File: src/rtl/pio_pkg.sv
package pio_pkg;
  localparam int NUM_ATTR   = 6;
  localparam int ADDR_W     = 5;
  localparam int SLOT_W     = 3;               // set, clear, status per attribute
  localparam int LEVEL_ADDR = NUM_ATTR * SLOT_W;

  localparam int ATTR_OWN  = 0;  // 1 = GPIO owns the pin
  localparam int ATTR_SEL  = 1;  // 1 = peripheral B
  localparam int ATTR_OE   = 2;
  localparam int ATTR_DATA = 3;
  localparam int ATTR_PU   = 4;
  localparam int ATTR_OD   = 5;

  typedef struct packed {
    logic [NUM_ATTR-1:0] setStb;
    logic [NUM_ATTR-1:0] clrStb;
    logic [NUM_ATTR-1:0] rdAttr;
    logic                rdLevel;
    logic                rdStb;
  } pio_strobe_t;

  function automatic logic attrResetBit(int attr);
    return (attr == ATTR_OWN) || (attr == ATTR_PU);
  endfunction
endpackage

File: src/rtl/pio_ctrl.sv
module pio_ctrl
  import pio_pkg::*;
(
  input  logic              clk,
  input  logic              rstN,
  input  logic              busSel,
  input  logic              busWrite,
  input  logic [ADDR_W-1:0] busAddr,
  output pio_strobe_t       strobe
);

  always_comb begin
    strobe = '0;
    strobe.rdStb   = busSel && !busWrite;
    strobe.rdLevel = busSel && !busWrite && (busAddr == ADDR_W'(LEVEL_ADDR));
    for (int a = 0; a < NUM_ATTR; a++) begin
      if (busSel && busWrite && (busAddr == ADDR_W'(a * SLOT_W)))
        strobe.setStb[a] = 1'b1;
      if (busSel && busWrite && (busAddr == ADDR_W'(a * SLOT_W + 1)))
        strobe.clrStb[a] = 1'b1;
      if (busSel && !busWrite && (busAddr == ADDR_W'(a * SLOT_W + 2)))
        strobe.rdAttr[a] = 1'b1;
    end
  end

  AST_ONE_ACTION: assert property (@(posedge clk) disable iff (!rstN)
    $onehot0({strobe.setStb, strobe.clrStb, strobe.rdAttr, strobe.rdLevel}));

  AST_WRITE_NO_READ: assert property (@(posedge clk) disable iff (!rstN)
    (busSel && busWrite) |-> (strobe.rdAttr == '0 && !strobe.rdLevel && !strobe.rdStb));

  AST_IDLE_NO_STROBE: assert property (@(posedge clk) disable iff (!rstN)
    !busSel |-> (strobe == '0));

endmodule

File: src/rtl/pio_datapath.sv
module pio_datapath
  import pio_pkg::*;
#(
  parameter int PINS = 32
) (
  input  logic            clk,
  input  logic            rstN,
  input  pio_strobe_t     strobe,
  input  logic [PINS-1:0] busWdata,
  output logic [PINS-1:0] busRdata,
  input  logic [PINS-1:0] periphAOut,
  input  logic [PINS-1:0] periphAOe,
  input  logic [PINS-1:0] periphBOut,
  input  logic [PINS-1:0] periphBOe,
  input  logic [PINS-1:0] padIn,
  output logic [PINS-1:0] padOut,
  output logic [PINS-1:0] padOe,
  output logic [PINS-1:0] padPullEn
);

  logic [NUM_ATTR-1:0][PINS-1:0] attrVec;

  // One set/clear register per attribute
  for (genvar a = 0; a < NUM_ATTR; a++) begin : gAttr
    logic [PINS-1:0] q;
    always_ff @(posedge clk or negedge rstN) begin
      if (!rstN)                  q <= {PINS{attrResetBit(a)}};
      else if (strobe.setStb[a])  q <= q | busWdata;
      else if (strobe.clrStb[a])  q <= q & ~busWdata;
    end
    assign attrVec[a] = q;

    AST_SET_APPLIES: assert property (@(posedge clk) disable iff (!rstN)
      strobe.setStb[a] |=> ((attrVec[a] & $past(busWdata)) == $past(busWdata)));

    AST_CLR_APPLIES: assert property (@(posedge clk) disable iff (!rstN)
      strobe.clrStb[a] |=> ((attrVec[a] & $past(busWdata)) == '0));

    AST_MASK_ONLY: assert property (@(posedge clk) disable iff (!rstN)
      (strobe.setStb[a] || strobe.clrStb[a]) |=>
        (((attrVec[a] ^ $past(attrVec[a])) & ~$past(busWdata)) == '0));

    AST_IDLE_HOLDS: assert property (@(posedge clk) disable iff (!rstN)
      !(strobe.setStb[a] || strobe.clrStb[a]) |=> $stable(attrVec[a]));
  end

  // Per-pin owner mux and open-drain shaping
  for (genvar i = 0; i < PINS; i++) begin : gPin
    logic selVal, selEn, drvVal, drvEn;
    always_comb begin
      selVal = attrVec[ATTR_SEL][i] ? periphBOut[i] : periphAOut[i];
      selEn  = attrVec[ATTR_SEL][i] ? periphBOe[i]  : periphAOe[i];
      drvVal = attrVec[ATTR_OWN][i] ? attrVec[ATTR_DATA][i] : selVal;
      drvEn  = attrVec[ATTR_OWN][i] ? attrVec[ATTR_OE][i]   : selEn;
      if (attrVec[ATTR_OD][i]) begin
        padOut[i] = 1'b0;
        padOe[i]  = drvEn & ~drvVal;
      end else begin
        padOut[i] = drvVal;
        padOe[i]  = drvEn;
      end
    end
  end

  assign padPullEn = attrVec[ATTR_PU];

  // Two-flop pad input synchronizer
  logic [PINS-1:0] syncA, syncB;
  always_ff @(posedge clk or negedge rstN) begin
    if (!rstN) begin
      syncA <= '0;
      syncB <= '0;
    end else begin
      syncA <= padIn;
      syncB <= syncA;
    end
  end

  // Registered read mux
  logic [PINS-1:0] rdMux;
  always_comb begin
    rdMux = '0;
    if (strobe.rdLevel) rdMux = syncB;
    for (int a = 0; a < NUM_ATTR; a++)
      if (strobe.rdAttr[a]) rdMux = rdMux | attrVec[a];
  end

  always_ff @(posedge clk or negedge rstN) begin
    if (!rstN)              busRdata <= '0;
    else if (strobe.rdStb)  busRdata <= rdMux;
    else                    busRdata <= '0;
  end

  // Checker state: edges seen since reset, saturating at 2
  logic [1:0] edgeCnt;
  always_ff @(posedge clk or negedge rstN) begin
    if (!rstN)               edgeCnt <= '0;
    else if (edgeCnt != 2'd2) edgeCnt <= edgeCnt + 2'd1;
  end

  AST_LEVEL_LAG: assert property (@(posedge clk) disable iff (!rstN)
    (edgeCnt == 2'd2) |-> (syncB == $past(padIn, 2)));

  AST_READ_IDLE_ZERO: assert property (@(posedge clk) disable iff (!rstN)
    !strobe.rdStb |=> (busRdata == '0));

  AST_OD_NO_HIGH_DRIVE: assert property (@(posedge clk) disable iff (!rstN)
    ((padOe & padOut & attrVec[ATTR_OD]) == '0));

  AST_PULL_FOLLOWS: assert property (@(posedge clk) disable iff (!rstN)
    strobe.setStb[ATTR_PU] |=> ((padPullEn & $past(busWdata)) == $past(busWdata)));

endmodule

File: src/rtl/pio_bank.sv
module pio_bank
  import pio_pkg::*;
#(
  parameter int PINS = 32
) (
  input  logic              clk,
  input  logic              rstN,
  input  logic              busSel,
  input  logic              busWrite,
  input  logic [ADDR_W-1:0] busAddr,
  input  logic [PINS-1:0]   busWdata,
  output logic [PINS-1:0]   busRdata,
  input  logic [PINS-1:0]   periphAOut,
  input  logic [PINS-1:0]   periphAOe,
  input  logic [PINS-1:0]   periphBOut,
  input  logic [PINS-1:0]   periphBOe,
  input  logic [PINS-1:0]   padIn,
  output logic [PINS-1:0]   padOut,
  output logic [PINS-1:0]   padOe,
  output logic [PINS-1:0]   padPullEn
);

  pio_strobe_t strobe;

  pio_ctrl ctrl_i (
    .clk      (clk),
    .rstN     (rstN),
    .busSel   (busSel),
    .busWrite (busWrite),
    .busAddr  (busAddr),
    .strobe   (strobe)
  );

  pio_datapath #(.PINS(PINS)) dp_i (
    .clk        (clk),
    .rstN       (rstN),
    .strobe     (strobe),
    .busWdata   (busWdata),
    .busRdata   (busRdata),
    .periphAOut (periphAOut),
    .periphAOe  (periphAOe),
    .periphBOut (periphBOut),
    .periphBOe  (periphBOe),
    .padIn      (padIn),
    .padOut     (padOut),
    .padOe      (padOe),
    .padPullEn  (padPullEn)
  );

endmodule

File: config.mk
export PLATFORM = sky130hd
export DESIGN_NAME = pio_bank
export DESIGN_NICKNAME = d
export VERILOG_FILES = /design/src/rtl/pio_pkg.sv /design/src/rtl/pio_ctrl.sv /design/src/rtl/pio_datapath.sv /design/src/rtl/pio_bank.sv
export SDC_FILE = /design/constraint.sdc
export NUM_CORES = 1
export LEC_CHECK = 0
export ABC_AREA = 1
export BUFFER_PORTS_ARGS = -buffer_cell sky130_fd_sc_hd__buf_2
export CORE_MARGIN = 2
export CORE_UTILIZATION = 56
export DETAILED_ROUTE_END_ITERATION = 12
export PLACE_DENSITY = 0.88
export SLEW_MARGIN = 20
export SYNTH_ARGS = -nofsm -noshare
export SYNTH_HDL_FRONTEND = slang
export SYNTH_SLANG_ARGS = --single-unit
File: constraint.sdc
create_clock -name clk -period 2.7 [get_ports clk]
set_clock_uncertainty 0.05 [all_clocks]
set_input_delay 0.54 -clock clk [delete_from_list [all_inputs] [get_ports clk]]
set_output_delay 0.54 -clock clk [all_outputs]
set_load 0.03 [all_outputs]
# Word level (Yosys, flattened, before mapping)
# Index checks and enable logic that the tools add are counted.
dict set report op_classes {
  n_eq_ne 18
  muxes 230
  bitwise_logic 83
  n_reduce_logical 29
}
# operator count
set op_table {}
lappend op_table {{$mux W32} 20}
lappend op_table {{$or A32 B32 Y32} 12}
lappend op_table {{$mux W1} 210}
lappend op_table {{$and A32 B32 Y32} 6}
lappend op_table {{$eq A5 B4 Y1 const B} 8}
lappend op_table {{$and A1 B1 Y1} 32}
lappend op_table {{$not A1 Y1} 32}
lappend op_table {{$not A32 Y32} 1}
lappend op_table {{$logic_and A1 B1 Y1} 21}
lappend op_table {{$eq A5 B3 Y1 const B} 4}
lappend op_table {{$eq A5 B5 Y1 const B} 3}
lappend op_table {{$reduce_bool A2 Y1} 6}
lappend op_table {{$eq A5 B2 Y1 const B} 2}
lappend op_table {{$eq A5 B1 Y1 const B} 1}
lappend op_table {{$logic_not A5 Y1} 1}
lappend op_table {{$logic_not A1 Y1} 1}
dict set report word_totals {
  regBits 288
  inputBits 201
  elab_cells 369
}

# Logic depth before layout (Yosys ltp)
# Gate-level depths: netlist of run 1.
dict set report depth {
  depth_word 17
  depth_mapped 9
}

# Cells and area by module
# A second synthesis of run 1 with hierarchy kept.
dict set report unflattened {
  hier_cells 2044
  hier_area_um2 14564.0
}
# module instances cells_per_inst area_each_um2 seq_area_each_um2
set modules_own_cells {}
lappend modules_own_cells {pio_datapath 1 1993 14343.8 7287.0}
lappend modules_own_cells {pio_ctrl 1 51 220.2 0.0}

# Worst setup path after synthesis of run 1
# OpenSTA, ideal clock, no wires.
dict set report synth_path {
  kind {in2out}
  start {input periphBOut[0]}
  end {output padOut[0]}
  arrival_time_ps 1144
  path_slack_ps 966
  path_stages 4
  cell_sequence {nand2_1 nand3_1 o21ai_0 nor2_1}
}
dict set report synth_between {
  elab_chain_cells 3
}
# element line_no
set synth_lines {}
lappend synth_lines {{start: declaration} pio_bank.sv:15} ;# input logic [PINS-1:0] periphBOut,
lappend synth_lines {{$mux W1} pio_datapath.sv:51} ;# selVal = attrVec[ATTR_SEL][i] ? periphBOut[i] : periphAOut[i];
lappend synth_lines {{$mux W1} pio_datapath.sv:53} ;# drvVal = attrVec[ATTR_OWN][i] ? attrVec[ATTR_DATA][i] : selVal;
lappend synth_lines {{$mux W1} pio_datapath.sv:55} ;# if (attrVec[ATTR_OD][i]) begin
lappend synth_lines {{end: declaration} pio_bank.sv:18} ;# output logic [PINS-1:0] padOut,
# Every way passes these cells.

==> out/results.ini, run 1 <==
[global_routing]
antenna_found_initial = 6
grt_pass1_vias = 14100
grt_first_pass_wirelength_mm = 72.3
gr-total-overflow = 0
grtUsageTotal_pct = 35.2
grt_max_degree = 65

[routing]
ant_nets = 0
vias = 14500
avgRoutedWirePerCell_um = 18.8
vias_per_cell = 5.79
wl_mm = 46.9
drtIter0Drc = 1354
dr.pass1.iters = 6
post-route-drc-count = 0

[setup_path]
rr_worst_depth = 4
worstSetupPathType = flop to output pin
startpoint_type = flop
reg2reg_slack_ns = 1.66
cp-end-kind = output pin
cp_max_fo = 4
critPathCapture = padOe[8]
required_ns = 2.11
worst-endpoint-arrival_ns = 1.92
reg2reg_to = dp_i.busRdata[30]

[power]
vdd_ir_drop_max_uv = 496
comb_power_share_pct = 16.8
intPower_mw = 7.70
p_sw_mw = 3.36
p_sw_share_pct = 30.4
power_density_nw_per_um2 = 644
power_frac_clock_pct = 36.7
p_seq_share_pct = 46.5
p_leak_nw = 8.93

[clocking]
cts_tree = built
root_buffer = clkbuf_16
clkTransAtPathRegs_ns = 0.06
post-cts-setup-buffer-count = 0
cts.sinks = 288
insertion_delay_ns = 0.55
cts_max_path_buffers = 3
ctsHtreeMaxLevel = 1
numCtsBuffers = 30
cts_resized = 0

[floorplanning]
ioPinCount = 329
die_w_um = 162
die_h_um = 162
core_um2 = 24400
die-area_um2 = 26200
start_util_pct = 57.1
core.rowCount = 57

[sta]
worst_pin_slew_ns = 0.688
drv_slew = 0
fmax_ghz = 0.398
slew-limit-headroom_pct = 54.0
hold_viol_final = 0
min_period_ns = 2.51
tns_ns = 0
rsz0062_at_grt = false
period_share_pct = 93.0
whs_ns = 0.0425
setup_viol = 0

[logic_synthesis]
syn_avg_cell_area_um2 = 7.65
ys_top_cells_by_area = dfrtp_1 40%, nand2_1 13%, dfstp_2 12%, o21ai_0 9.4%, nand3_1 8.2%
synth-seq-cells = 288
syn_area_um2 = 13900
ys_types = 19
seq_area_frac_synth_pct = 52.3
synth_cells = 1822
syn_nets = 2023
synth_top_cell_area_share_pct = 40.2
ys_warn_count = 0
yosysTopAreaCell = dfrtp_1

[run]
maxCapViolCount = 0

[min_path]
hp-class = primary input to flop

[status]
status = complete, no violations

[placement]
globalplace.congestion = 0.888
dp_hpwl_mm = 31.7
port_buffers = 328

[final_layout]
nets = 2346
drive_gt1_share_pct = 23.0
area_growth_pct = 23.2
final_cell_mix = 463 x nand2_1, 327 x buf_2, 263 x o21ai_0
layout_commonest_cell = nand2_1

==> routing by layer <==
metal  up-vias  global-route usage (%)  share of wire (%)  routed length [um]
met1      6672                    44.0                 36               17000
met4         4                    17.5                4.9                2320
li1       6554                       -                  -                   -
met3       207                    7.12                 11                5190
met5         -                       0              0.060                  28
met2      1019                    58.8                 48               22400
==> area by class of cell <==
type                            count  area, um^2
Clock inverter                     10        75.1
Clock buffer                       46         902
Antenna cell                        4        10.0
Tap cell                          324         405
Multi-Input combinational cell   1256        5630
Sequential cell                   288        7290
Timing Repair Buffer              368        2100
Fill cell                        1874        7220
Inverter                          201         754
==> worst min path at each step <==
stage	cells after the start	start	to	slack, ns
after floorplan	0	rstN	asynchronous set/reset pin	0.19
final	1	padIn[8]	dp_i.syncA[8]	0.04
after CTS	1	padIn[1]	dp_i.syncA[1]	0.03
after global routing	1	padIn[19]	dp_i.syncA[19]	0.03
after detailed placement	0	dp_i.syncA[23]	dp_i.syncB[23]	0.28
after global placement	0	dp_i.syncA[3]	dp_i.syncB[3]	0.28
==> per-stage QoR <==
stage | total power, mW | instances | util (%) | setup slack, ns | instance area, um^2
after global placement | 6.92 | 2436 | 66.3 | 0.517 | 16200
after global routing | 11.5 | 2495 | 70.4 | 0.102 | 17200
after detailed placement | 7.02 | 2436 | 66.3 | 0.406 | 16200
after CTS | 11.1 | 2493 | 70.3 | 0.220 | 17200
final | 11.1 | 2497 | 70.4 | 0.188 | 17200
after floorplan | 6.18 | 1822 | - | 0.966 | 13900
==> power groups by stage <==
| stage | sequential, mW | combinational, mW | clock [mW] |
|---|---|---|---|
| global route | 5.17 | 2.04 | 4.28 |
| finish | 5.14 | 1.86 | 4.06 |
| detailed placement | 5.19 | 1.83 | 0 |
| CTS | 5.12 | 1.85 | 4.09 |
| global placement | 5.17 | 1.76 | 0 |
| floorplan | 5.18 | 1.01 | 0 |
==> kinds of logic after synthesis <==
group           after synthesis  synth area share, %
simple gates                872                 25.7
compound gates              384                 14.1
flops                       288                 52.3
buf+inv                     278                 7.93
==> cell usage after synthesis <==
| master | number |
|---|---|
| nor3_1 | 1 |
| dfstp_2 | 64 |
| buf_2 | 40 |
| dfrtp_1 | 224 |
| nand4_1 | 1 |
| nand3_1 | 227 |
| o21ai_0 | 263 |
| inv_2 | 3 |
| clkbuf_1 | 33 |
| nor2_2 | 5 |
| buf_4 | 3 |
| nor3_2 | 1 |
| o21ai_1 | 89 |
| buf_1 | 1 |
| and2_1 | 1 |
| nor2_1 | 170 |
| a31oi_1 | 32 |
| nand2_1 | 466 |
| inv_1 | 198 |
==> worst max-delay path: stages, from the launching register on <==
cell and delay (ns):
dfstp_2 0.55, inv_1 0.07, nand3_1 0.07, o21ai_0 0.11, o21ai_0 0.32, inv_1 0.07
buf_2 0.18
==> repair_timing <==
item | in CTS | in global routing
hold buffers | 1 | 0
endpoints found under the hold margin | 45 | 0
endpoints found under the setup margin | 0 | 0
(Power assumes the default switching activity.)
==> inputs of run 2 (changes only) <==
--- a/config.mk
+++ b/config.mk
@@ -12,5 +12,5 @@
 export DETAILED_ROUTE_END_ITERATION = 12
 export PLACE_DENSITY = 0.88
-export SLEW_MARGIN = 20
+export SLEW_MARGIN = 15
 export SYNTH_ARGS = -nofsm -noshare
 export SYNTH_HDL_FRONTEND = slang
==> constraint.sdc (replaced) <==
create_clock -name clk -period 2.7 [get_ports clk]
set_clock_uncertainty 0.05 [all_clocks]
set_input_delay 0.27 -clock clk [delete_from_list [all_inputs] [get_ports clk]]
set_output_delay 0.27 -clock clk [all_outputs]
set_load 0.03 [all_outputs]
==> run 2 against run 1 <==
Against the previous run: combinational power increased by 4%; clock-buffer cell count decreased by 11; die area unchanged; via count increased by 2.3%; routed wire length increased by 2.2%; core utilization increased by 2.9 points; total power increased by 5.1%; first-iteration DRC count increased by 5.8%; critical path depth unchanged; clock power increased by 12%; register-to-register slack improved by 0.04 ns; sequential power about the same.
==> out/results.ini, run 2 (same netlist as run 1, synthesis figures left out) <==
[setup_path]
reg2reg_slack_ns = 1.70  ; was 1.66 ns
startpoint_type = flop  ; unchanged
cp_max_fo = 4  ; unchanged
worst-endpoint-arrival_ns = 2.08  ; was 1.92 ns
reg2reg_to = dp_i.busRdata[7]  ; was dp_i.busRdata[30]
cp-end-kind = output pin  ; unchanged
slowest_delay_ns = 0.55  ; about the same
worstSetupPathType = flop to output pin  ; unchanged
critPathSlowestCell = dfstp_2  ; unchanged
path_cells = inv_1, nand3_1, o21ai_0, o21ai_0, inv_1, buf_2  ; unchanged
critPathCapture = padOe[8]  ; unchanged
rr_worst_depth = 4  ; unchanged
required_ns = 2.38  ; was 2.11 ns

[placement]
globalplace.congestion = 0.897  ; was 0.888
port_buffers = 328  ; unchanged
dp_hpwl_mm = 30.9  ; was 31.7 mm

[global_routing]
grt_max_degree = 76  ; was 65
antenna_found_initial = 2  ; was 6
grt_pass1_vias = 14700  ; was 14100
gr-total-overflow = 0  ; unchanged
grt_first_pass_wirelength_mm = 75.2  ; was 72.3 mm
grtUsageTotal_pct = 36.4  ; was 35.2%

[sta]
fmax_ghz = 0.416  ; was 0.398 GHz
hold_viol_final = 0  ; unchanged
rsz0062_at_grt = false  ; unchanged
slew-limit-headroom_pct = 47.9  ; was 54.0%
drv_slew = 0  ; unchanged
worst_pin_slew_ns = 0.779  ; was 0.688 ns
tns_ns = 0  ; unchanged
whs_ns = 0.234  ; was 0.0425 ns
setup_viol = 0  ; unchanged
min_period_ns = 2.40  ; was 2.51 ns
period_share_pct = 89.0  ; was 93.0%

[final_layout]
final_cell_mix = 463 x nand2_1, 327 x buf_2, 263 x o21ai_0  ; unchanged
layout_commonest_cell = nand2_1  ; unchanged
area.sequential_um2 = 7290  ; unchanged
nets = 2409  ; was 2346
drive_gt1_share_pct = 22.4  ; was 23.0%
fillers = 1792  ; was 1874
area_growth_pct = 28.2  ; was 23.2%
multi_input_area_um2 = 5630  ; unchanged

[floorplanning]
core_um2 = 24400  ; unchanged
die-area_um2 = 26200  ; unchanged
core.rowCount = 57  ; unchanged
start_util_pct = 57.1  ; unchanged
ioPinCount = 329  ; unchanged
die_h_um = 162  ; unchanged
die_w_um = 162  ; unchanged

[clocking]
cts_max_path_buffers = 3  ; unchanged
insertion_delay_ns = 0.54  ; was 0.55 ns
root_buffer = clkbuf_16  ; unchanged
post-cts-setup-buffer-count = 0  ; unchanged
clkTransAtPathRegs_ns = 0.07  ; was 0.06 ns
numCtsBuffers = 29  ; was 30
ctsHtreeMaxLevel = 1  ; unchanged
cts.sinks = 288  ; unchanged
cts_tree = built  ; unchanged

[power]
vdd_ir_drop_max_uv = 491  ; was 496 uV
power_mw = 11.6  ; was 11.1 mW
p_leak_nw = 9.22  ; was 8.93 nW
power_density_nw_per_um2 = 651  ; was 644 nW/um^2

[routing]
drtIter0Drc = 1433  ; was 1354
vias = 14800  ; was 14500
dr.pass1.iters = 7  ; was 6
post-route-drc-count = 0  ; unchanged
ant_nets = 0  ; unchanged
wl_mm = 48.0  ; was 46.9 mm
avgRoutedWirePerCell_um = 18.8  ; about the same
vias_per_cell = 5.78  ; was 5.79

[run]
maxCapViolCount = 0  ; unchanged

[min_path]
hp-class = primary input to flop  ; unchanged

[status]
status = complete, no violations  ; unchanged

[run 2: cell types whose count changed in the layout (fill, tap and decap cells not counted), moves of 2 or more]
| cell | change |
|---|---|
| clkbuf_8 | -5 |
| diode_2 | -2 |
| buf_4 | +4 |
| dlygate4sd3_1 | +64 |
| clkinv_2 | -2 |
| clkbuf_1 | -4 |
| bufinv_16 | +8 |
| buf_12 | -4 |
| clkbuf_16 | -2 |
[run 2: worst min path at each step]
stage	cells past startpoint	slack (ns)	from	endpoint
after floorplan	0	-0.08	rstN	asynchronous set/reset pin
after global placement	1	0.24	rstN	dp_i.syncB[18]
after detailed placement	1	0.25	rstN	dp_i.syncA[18]
after CTS	5	0.22	busAddr[1]	flop
after global routing	5	0.26	busAddr[1]	flop
final	5	0.23	busAddr[1]	flop
[run 2: through the flow]
step / util (%) / std cells / area [um^2] / worst slack (ns)
floorplan: - / 1822 / 13900 / 1.24
global placement: 66.1 / 2436 / 16100 / 0.735
detailed placement: 66.1 / 2436 / 16100 / 0.682
CTS: 73.2 / 2554 / 17900 / 0.414
global route: 73.2 / 2556 / 17900 / 0.266
finish: 73.2 / 2556 / 17900 / 0.296
[run 2: repair_timing]
action	4_1_cts	5_1_grt
resized for setup	0	0
hold endpoints to repair	182	0
endpoints found under the setup margin	0	0
hold buffers	65	0
[run 2: power breakdown]
group          switching, mW  internal [mW]  total, mW
Combinational           1.30          0.634       1.93
Sequential             0.396           4.74       5.14
Clock                   1.68           2.88       4.56
[run 2: area by class of cell]
class	count	area share, %
Sequential cell	288	40.8
Multi-Input combinational cell	1256	31.5
Timing Repair Buffer	432	15.1
Clock buffer	35	4.30
Inverter	201	4.22
Tap cell	324	2.27
Clock inverter	18	1.80
Antenna cell	2	0.0280
[run 2: layer usage]
metal  GRT usage (%)  share of wire (%)
met5               0                  0
met3            7.38                 11
met2            60.5                 48
met1            45.2                 36
met4            19.6                4.9
[run 2: worst max-delay path, delay by kind of cell (launching register included)]
kind                   cells  cell delay [ns]
AO/OA/AOI/OAI              2             0.57
flip-flops                 1             0.55
AND/OR/NAND/NOR            1             0.08
buffers and inverters      3             0.34
